===== src/rtl/tstamp_pkg.sv =====
package tstamp_pkg;
   localparam logic [7:0] TS_CMDSET = 8'h03;
   localparam logic [7:0] TS_OP_GET = 8'h00;
   localparam logic [7:0] TS_OP_SET = 8'h01;

   localparam int RC_OK      = 'h00;
   localparam int RC_INVALID = 'h02;
   localparam int RC_UNSUP   = 'h15;

   typedef enum logic [2:0] {
      K_IDLE   = 3'd0,
      K_GET    = 3'd1,
      K_SET    = 3'd2,
      K_SETLEN = 3'd3,
      K_UNSUP  = 3'd4
   } ts_kind_e;
endpackage


===== src/rtl/tstamp_decode.sv =====
module tstamp_decode
   import tstamp_pkg::*;
#(
   parameter int LEN_W    = 16,
   parameter int TS_BYTES = 8
) (
   input  logic             valid,
   input  logic [7:0]       cset,
   input  logic [7:0]       op,
   input  logic [LEN_W-1:0] len,
   output ts_kind_e         kind
);
   localparam logic [LEN_W-1:0] SET_LEN = LEN_W'(TS_BYTES);

   always_comb begin
      kind = K_IDLE;
      if (valid) begin
         if (cset != TS_CMDSET)   kind = K_UNSUP;
         else if (op == TS_OP_GET) kind = K_GET;
         else if (op == TS_OP_SET) kind = (len == SET_LEN) ? K_SET : K_SETLEN;
         else                      kind = K_UNSUP;
      end
   end
endmodule


===== src/rtl/tstamp_elapsed.sv =====
module tstamp_elapsed #(
   parameter int W       = 64,
   parameter int STEP_NS = 20
) (
   input  logic         clk,
   input  logic         rst_n,
   input  logic         clear,
   output logic [W-1:0] cnt
);
   localparam logic [W-1:0] STEP = W'(STEP_NS);
   logic [W-1:0] nxt;

   generate
      if (STEP_NS == 1) begin : g_unit
         assign nxt = cnt + 1'b1;
      end else begin : g_step
         assign nxt = cnt + STEP;
      end
   endgenerate

   always_ff @(posedge clk or negedge rst_n) begin
      if (!rst_n)     cnt <= '0;
      else if (clear) cnt <= '0;
      else            cnt <= nxt;
   end

   // a load restarts the count
   a_r9_clear_zero: assert property (@(posedge clk) disable iff (!rst_n)
      clear |=> cnt == '0);
   // advance by the step, wrapping modulo 2^W
   a_r5_step_wrap: assert property (@(posedge clk) disable iff (!rst_n)
      !clear |=> cnt == $past(cnt) + STEP);
endmodule


===== src/rtl/tstamp_resp.sv =====
module tstamp_resp
   import tstamp_pkg::*;
#(
   parameter int TS_W   = 64,
   parameter int LEN_W  = 16,
   parameter int CODE_W = 16
) (
   input  ts_kind_e          kind,
   input  logic              armed,
   input  logic [TS_W-1:0]   host,
   input  logic [TS_W-1:0]   elapsed,
   output logic [CODE_W-1:0] code,
   output logic [LEN_W-1:0]  len,
   output logic [TS_W-1:0]   data,
   output logic              pol
);
   localparam logic [LEN_W-1:0] GET_LEN = LEN_W'(TS_W / 8);
   logic [TS_W-1:0] now;

   assign now = host + elapsed;

   always_comb begin
      code = CODE_W'(RC_OK);
      len  = '0;
      data = '0;
      pol  = 1'b0;
      unique case (kind)
         K_GET: begin
            len  = GET_LEN;
            data = armed ? now : '0;
         end
         K_SET:    pol  = 1'b1;
         K_SETLEN: code = CODE_W'(RC_INVALID);
         K_UNSUP:  code = CODE_W'(RC_UNSUP);
         default: ;
      endcase
   end
endmodule


===== src/rtl/tstamp_unit.sv =====
module tstamp_unit
   import tstamp_pkg::*;
#(
   parameter int TS_W    = 64,
   parameter int LEN_W   = 16,
   parameter int CODE_W  = 16,
   parameter int STEP_NS = 20
) (
   input  logic              clk,
   input  logic              rst_n,
   input  logic              cmd_valid,
   input  logic [7:0]        cmd_set,
   input  logic [7:0]        cmd_op,
   input  logic [LEN_W-1:0]  cmd_len,
   input  logic [TS_W-1:0]   cmd_payload,
   output logic              rsp_valid,
   output logic [CODE_W-1:0] rsp_code,
   output logic [LEN_W-1:0]  rsp_len,
   output logic [TS_W-1:0]   rsp_payload,
   output logic              policy_chg
);
   localparam int TS_BYTES = TS_W / 8;

   generate
      if (TS_W % 8 != 0 || TS_W < 8) begin : g_bad_w
         $error("TS_W must be a positive multiple of 8");
      end
      if (STEP_NS < 1) begin : g_bad_step
         $error("STEP_NS must be at least 1");
      end
      if (CODE_W < 8 || LEN_W < 4) begin : g_bad_fields
         $error("CODE_W or LEN_W too narrow");
      end
   endgenerate

   ts_kind_e          kind;
   logic [TS_W-1:0]   host_q, elapsed;
   logic              armed_q;
   logic [CODE_W-1:0] c_code;
   logic [LEN_W-1:0]  c_len;
   logic [TS_W-1:0]   c_data;
   logic              c_pol;

   tstamp_decode #(.LEN_W(LEN_W), .TS_BYTES(TS_BYTES)) u_dec (
      .valid(cmd_valid), .cset(cmd_set), .op(cmd_op), .len(cmd_len), .kind(kind));

   tstamp_elapsed #(.W(TS_W), .STEP_NS(STEP_NS)) u_cnt (
      .clk(clk), .rst_n(rst_n), .clear(kind == K_SET), .cnt(elapsed));

   tstamp_resp #(.TS_W(TS_W), .LEN_W(LEN_W), .CODE_W(CODE_W)) u_rsp (
      .kind(kind), .armed(armed_q), .host(host_q), .elapsed(elapsed),
      .code(c_code), .len(c_len), .data(c_data), .pol(c_pol));

   always_ff @(posedge clk or negedge rst_n) begin
      if (!rst_n) begin
         host_q      <= '0;
         armed_q     <= 1'b0;
         rsp_valid   <= 1'b0;
         rsp_code    <= '0;
         rsp_len     <= '0;
         rsp_payload <= '0;
         policy_chg  <= 1'b0;
      end else begin
         rsp_valid  <= cmd_valid;
         policy_chg <= c_pol;
         if (cmd_valid) begin
            rsp_code    <= c_code;
            rsp_len     <= c_len;
            rsp_payload <= c_data;
         end
         if (kind == K_SET) begin
            host_q  <= cmd_payload;
            armed_q <= 1'b1;
         end
      end
   end

   // one response per strobe, one cycle later
   a_r2_rsp_follows: assert property (@(posedge clk) disable iff (!rst_n)
      cmd_valid |=> rsp_valid);
   a_r2_no_spurious: assert property (@(posedge clk) disable iff (!rst_n)
      !cmd_valid |=> !rsp_valid && !policy_chg);
   // policy pulse only with a successful empty response
   a_r3_policy_ok: assert property (@(posedge clk) disable iff (!rst_n)
      policy_chg |-> rsp_valid && rsp_code == CODE_W'(RC_OK) && rsp_len == '0);
   a_r3_load_stores: assert property (@(posedge clk) disable iff (!rst_n)
      (kind == K_SET) |=> armed_q && host_q == $past(cmd_payload));
   // read before any load gives zero
   a_r1_unarmed_zero: assert property (@(posedge clk) disable iff (!rst_n)
      (kind == K_GET && !armed_q) |=> rsp_payload == '0);
   // unsupported commands leave state alone
   a_r6_unsup_stable: assert property (@(posedge clk) disable iff (!rst_n)
      (kind == K_UNSUP) |=> $stable(host_q) && $stable(armed_q) && !policy_chg);
   // bad-length loads leave state alone
   a_r7_badlen_stable: assert property (@(posedge clk) disable iff (!rst_n)
      (kind == K_SETLEN) |=> $stable(host_q) && $stable(armed_q)
                             && rsp_code == CODE_W'(RC_INVALID));
endmodule


===== config.mk =====
export PLATFORM = sky130hd
export DESIGN_NAME = tstamp_unit
export DESIGN_NICKNAME = d
export VERILOG_FILES = /design/src/rtl/tstamp_pkg.sv /design/src/rtl/tstamp_decode.sv /design/src/rtl/tstamp_elapsed.sv /design/src/rtl/tstamp_resp.sv /design/src/rtl/tstamp_unit.sv
export SDC_FILE = /design/constraint.sdc
export NUM_CORES = 1
export LEC_CHECK = 0
export BUFFER_PORTS_ARGS = -buffer_cell sky130_fd_sc_hd__buf_2
export CAP_MARGIN = 20
export CORE_MARGIN = 1
export CORE_UTILIZATION = 30
export CTS_BUF_LIST = sky130_fd_sc_hd__clkbuf_8
export DETAILED_ROUTE_END_ITERATION = 10
export GPL_TIMING_DRIVEN = 0
export SLEW_MARGIN = 5
export SYNTH_ARGS = -nofsm -noshare
export SYNTH_HDL_FRONTEND = slang
export SYNTH_SLANG_ARGS = --single-unit
export TNS_END_PERCENT = 10

===== constraint.sdc =====
create_clock -name clk -period 3.8 [get_ports clk]
set_input_delay 0.19 -clock clk [delete_from_list [all_inputs] [get_ports clk]]
set_output_delay 0.19 -clock clk [all_outputs]
set_load 0.02 [all_outputs]

==> impl_metrics.toml <==
[outcome]
status = "finished clean"

[detailed_routing]
antenna_left = 0
drt_first_iter_violations = 430
routed_via_density = 4.898
routed_wl_um = 32580
route.detailed.drc = 0
num_vias = 9674
first_pass_iters = 5
wl_per_cell_um = 16.49

[global_route]
track_usage = 0.1654
top_usage_layer = "met2"
grt_max_degree = 115
grt_pass1_wl_um = 50090
antenna_found_initial = 1
grt-ovfl-total = 0
grt_use_met1 = 0.2089
grt_use_met2 = 0.2740
use_met3 = 0.03561
grt_pass1_vias = 9314

[cts]
path_clk_slew_ns = 0.12
cts_setup_buffers = 0
ctsHtreeMaxLevel = 4
cts_tree = "yes"
numClockSinks = 196
cts_buffers = 17
root_buffer = "clkbuf_8"
worstSkewPairLatency_ns = 0.50
clock_path_buffers = 2

[critical_path]
crit_fanout = 8
max_stage_delay_ns = 0.59
timing.critical_path.buf_inv = 1
r2r-end = "rsp_payload[55]"
required_ns = 4.16
timing.rr.start = "u_cnt.cnt[41]"
critical-path-top-delay-family = "compound AO/OA/AOI/OAI gates"
end_kind = "flop"
r2r_cells = 10
crit_path_top_delay_cell = "nor4_1"
worstPathArrival_ns = 3.82
cp-start-kind = "flop"
path_cells = "ha_1 > clkbuf_1 > nand2_1 > nor4_1 > o2111ai_1 > a211oi_2 > nor2b_1 > a41o_1 > xnor2_1 > o2bb2ai_1"
rrSetupSlack_ns = 0.34
crit_type = "flop to flop"

[sta]
worst_clock_skew_ns = 0.02746
finalCritPeriodShare = 0.9104
slew_violations = 0
setup_viol = 0
min_period_ns = 3.460
finalHoldViolCount = 0
fmax_mhz = 289.1
worst_pin_slew_ns = 0.9462
rsz0062_at_grt = "false"
holdWs_ns = 0.07650
relSlewSlack = 0.3671

[floorplan]
initial_utilization = 0.3066
core-area_um2 = 37840
die-width_um = 198.7
rows = 71
io_pins = 197
die_h_um = 198.7
dieArea_um2 = 39470

[final_layout]
layout_common_cells = "dfrtp_1, buf_2, nor2_1"
layout_commonest_cell = "dfrtp_1"
nets = 1613
drive_gt1_frac = 0.2281
utilization = 0.3774
nFillCells = 3858
areaGrowthSynthToFinish_pct = 23.10
diodes = 0

[power]
power_density_nw_per_um2 = 254.8
cellLeakagePower_nw = 6.992
vdd_drop_max_mv = 0.1765

[yosys]
syn-cell-area_um2 = 11600
seq_area_frac_synth = 0.4227
synth_area_leaders = "dfrtp_1, ha_1, mux2_2"
ys.flop_type = "dfrtp_1"
async_flop_share = 1.000
synth_top_area_share = 0.4227
synth-edff-count = 0
syn_avg_cell_area_um2 = 9.926
synthCells = 1169
ys_seq_elements = 196
synth_area_leader_cell = "dfrtp_1"
yosys_warnings = 0
ys_types = 72

[flow_run]
maxCapViolations = 0

[min_path]
min_path_cells = 4
hold_path_class = "primary input to flop"
hold_start = "cmd_set[1]"
min_to = "rsp_code[2]"

[placement]
dp_hpwl_um = 25080
port_buffers = 169
gp_congestion = 0.9087
sequential cells by signal (all words and copies together), names as in the netlist:
register     cells
u_cnt.cnt       62
rsp_valid        1
armed_q          1
rsp_len          1
host_q          64
rsp_payload     64
policy_chg       1
rsp_code         2
synthesized netlist by cell type (all sizes together), types with 9 or more instances:
cell type	n
dfrtp	196
nor2	102
nand2	90
a21oi	67
xor2	65
mux2	64
ha	62
o2bb2ai	57
xnor2	46
buf	43
clkbuf	42
o21ai	39
nand3	33
a21o	28
nand4	28
and3	20
nor3	19
inv	17
nand2b	13
nor2b	13
a211oi	12
o21a	12
o211ai	10
o21bai	10
nor4	9
or3	9
kinds of logic (layout without fill, tap and decap cells):
family	after synthesis	after routing	share of synthesized area
simple gates	355	355	0.1484
compound gates	278	278	0.1721
flops	196	196	0.4227
xor+xnor	111	111	0.08378
buf+inv	102	371	0.04378
mux	64	64	0.06211
fa+ha+maj	62	62	0.06685
other cells	1	27	0.0003232
area by class of cell:
| class | instances | area (um2) | share of cell area |
|---|---|---|---|
| buffer | 85 | 444.2 | 0.03110 |
| clock buffer | 19 | 261.5 | 0.01831 |
| clock inverter | 12 | 110.1 | 0.007709 |
| inverter | 17 | 63.81 | 0.004467 |
| multi-input combinational | 897 | 6301 | 0.4411 |
| sequential | 196 | 4905 | 0.3434 |
| tap | 511 | 639.4 | 0.04476 |
| timing repair buffer | 238 | 1559 | 0.1091 |
timing repair:
item / in CTS / in global routing
resized for setup: 0 / 1
setup endpoints to repair: 0 / 3
endpoints found under the hold margin: 150 / 0
hold buffers: 67 / 0
power by group:
group          switching (mW)  total (mW)  internal (mW)  leakage [nW]
clock network           0.825        1.33          0.509         0.186
logic                   0.114       0.220          0.106          4.33
registers            0.000121        2.08           2.08          2.48
worst register-to-register path: cells and delay by family, from the launching register on:
family / cells / cell delay (ns)
AOI/OAI and AO/OA: 4 / 1.13
xor gates and xnor gates: 1 / 0.12
adders and majority gates: 1 / 0.30
buffers and inverters: 1 / 0.30
DFF: 1 / 0.45
and+or+nand+nor: 3 / 1.04
metrics by stage:
step / TNS [ns] / total power, mW / std cells / instance area (um2) / setup WS [ns]
5_1_grt: 0 / 3.799 / 1975 / 14280 / 0.05529
4_1_cts: 0 / 3.693 / 1974 / 14270 / 0.2756
3_3_place_gp: -148.01 / 2.289 / 1875 / 13190 / -0.7741
3_5_place_dp: 0 / 2.295 / 1876 / 13230 / 0.3233
6_report: 0 / 3.639 / 1975 / 14280 / 0.3404
2_1_floorplan: 0 / 2.184 / 1195 / 11700 / 1.131
layer usage:
layer	wire, um	vias up
met1	14610	4642
met5	0	-
met3	1610	46
met4	984	0
li1	-	4733
met2	15380	253
how the worst max path moves through the flow:
| stage | to | slack, ns | cells after the start | start |
|---|---|---|---|---|
| after global placement | host_q[27] | -0.77 | 1 | rst_n |
| after floorplan | rsp_payload[63] | 1.13 | 12 | u_cnt.cnt[15] |
| final | rsp_payload[55] | 0.34 | 10 | u_cnt.cnt[41] |
| after detailed placement | u_cnt.cnt[5] | 0.32 | 9 | cmd_op[7] |
| after CTS | rsp_payload[63] | 0.28 | 11 | u_cnt.cnt[17] |
| after global routing | rsp_payload[63] | 0.06 | 11 | u_cnt.cnt[17] |
Power figures use the tool's default switching activity.
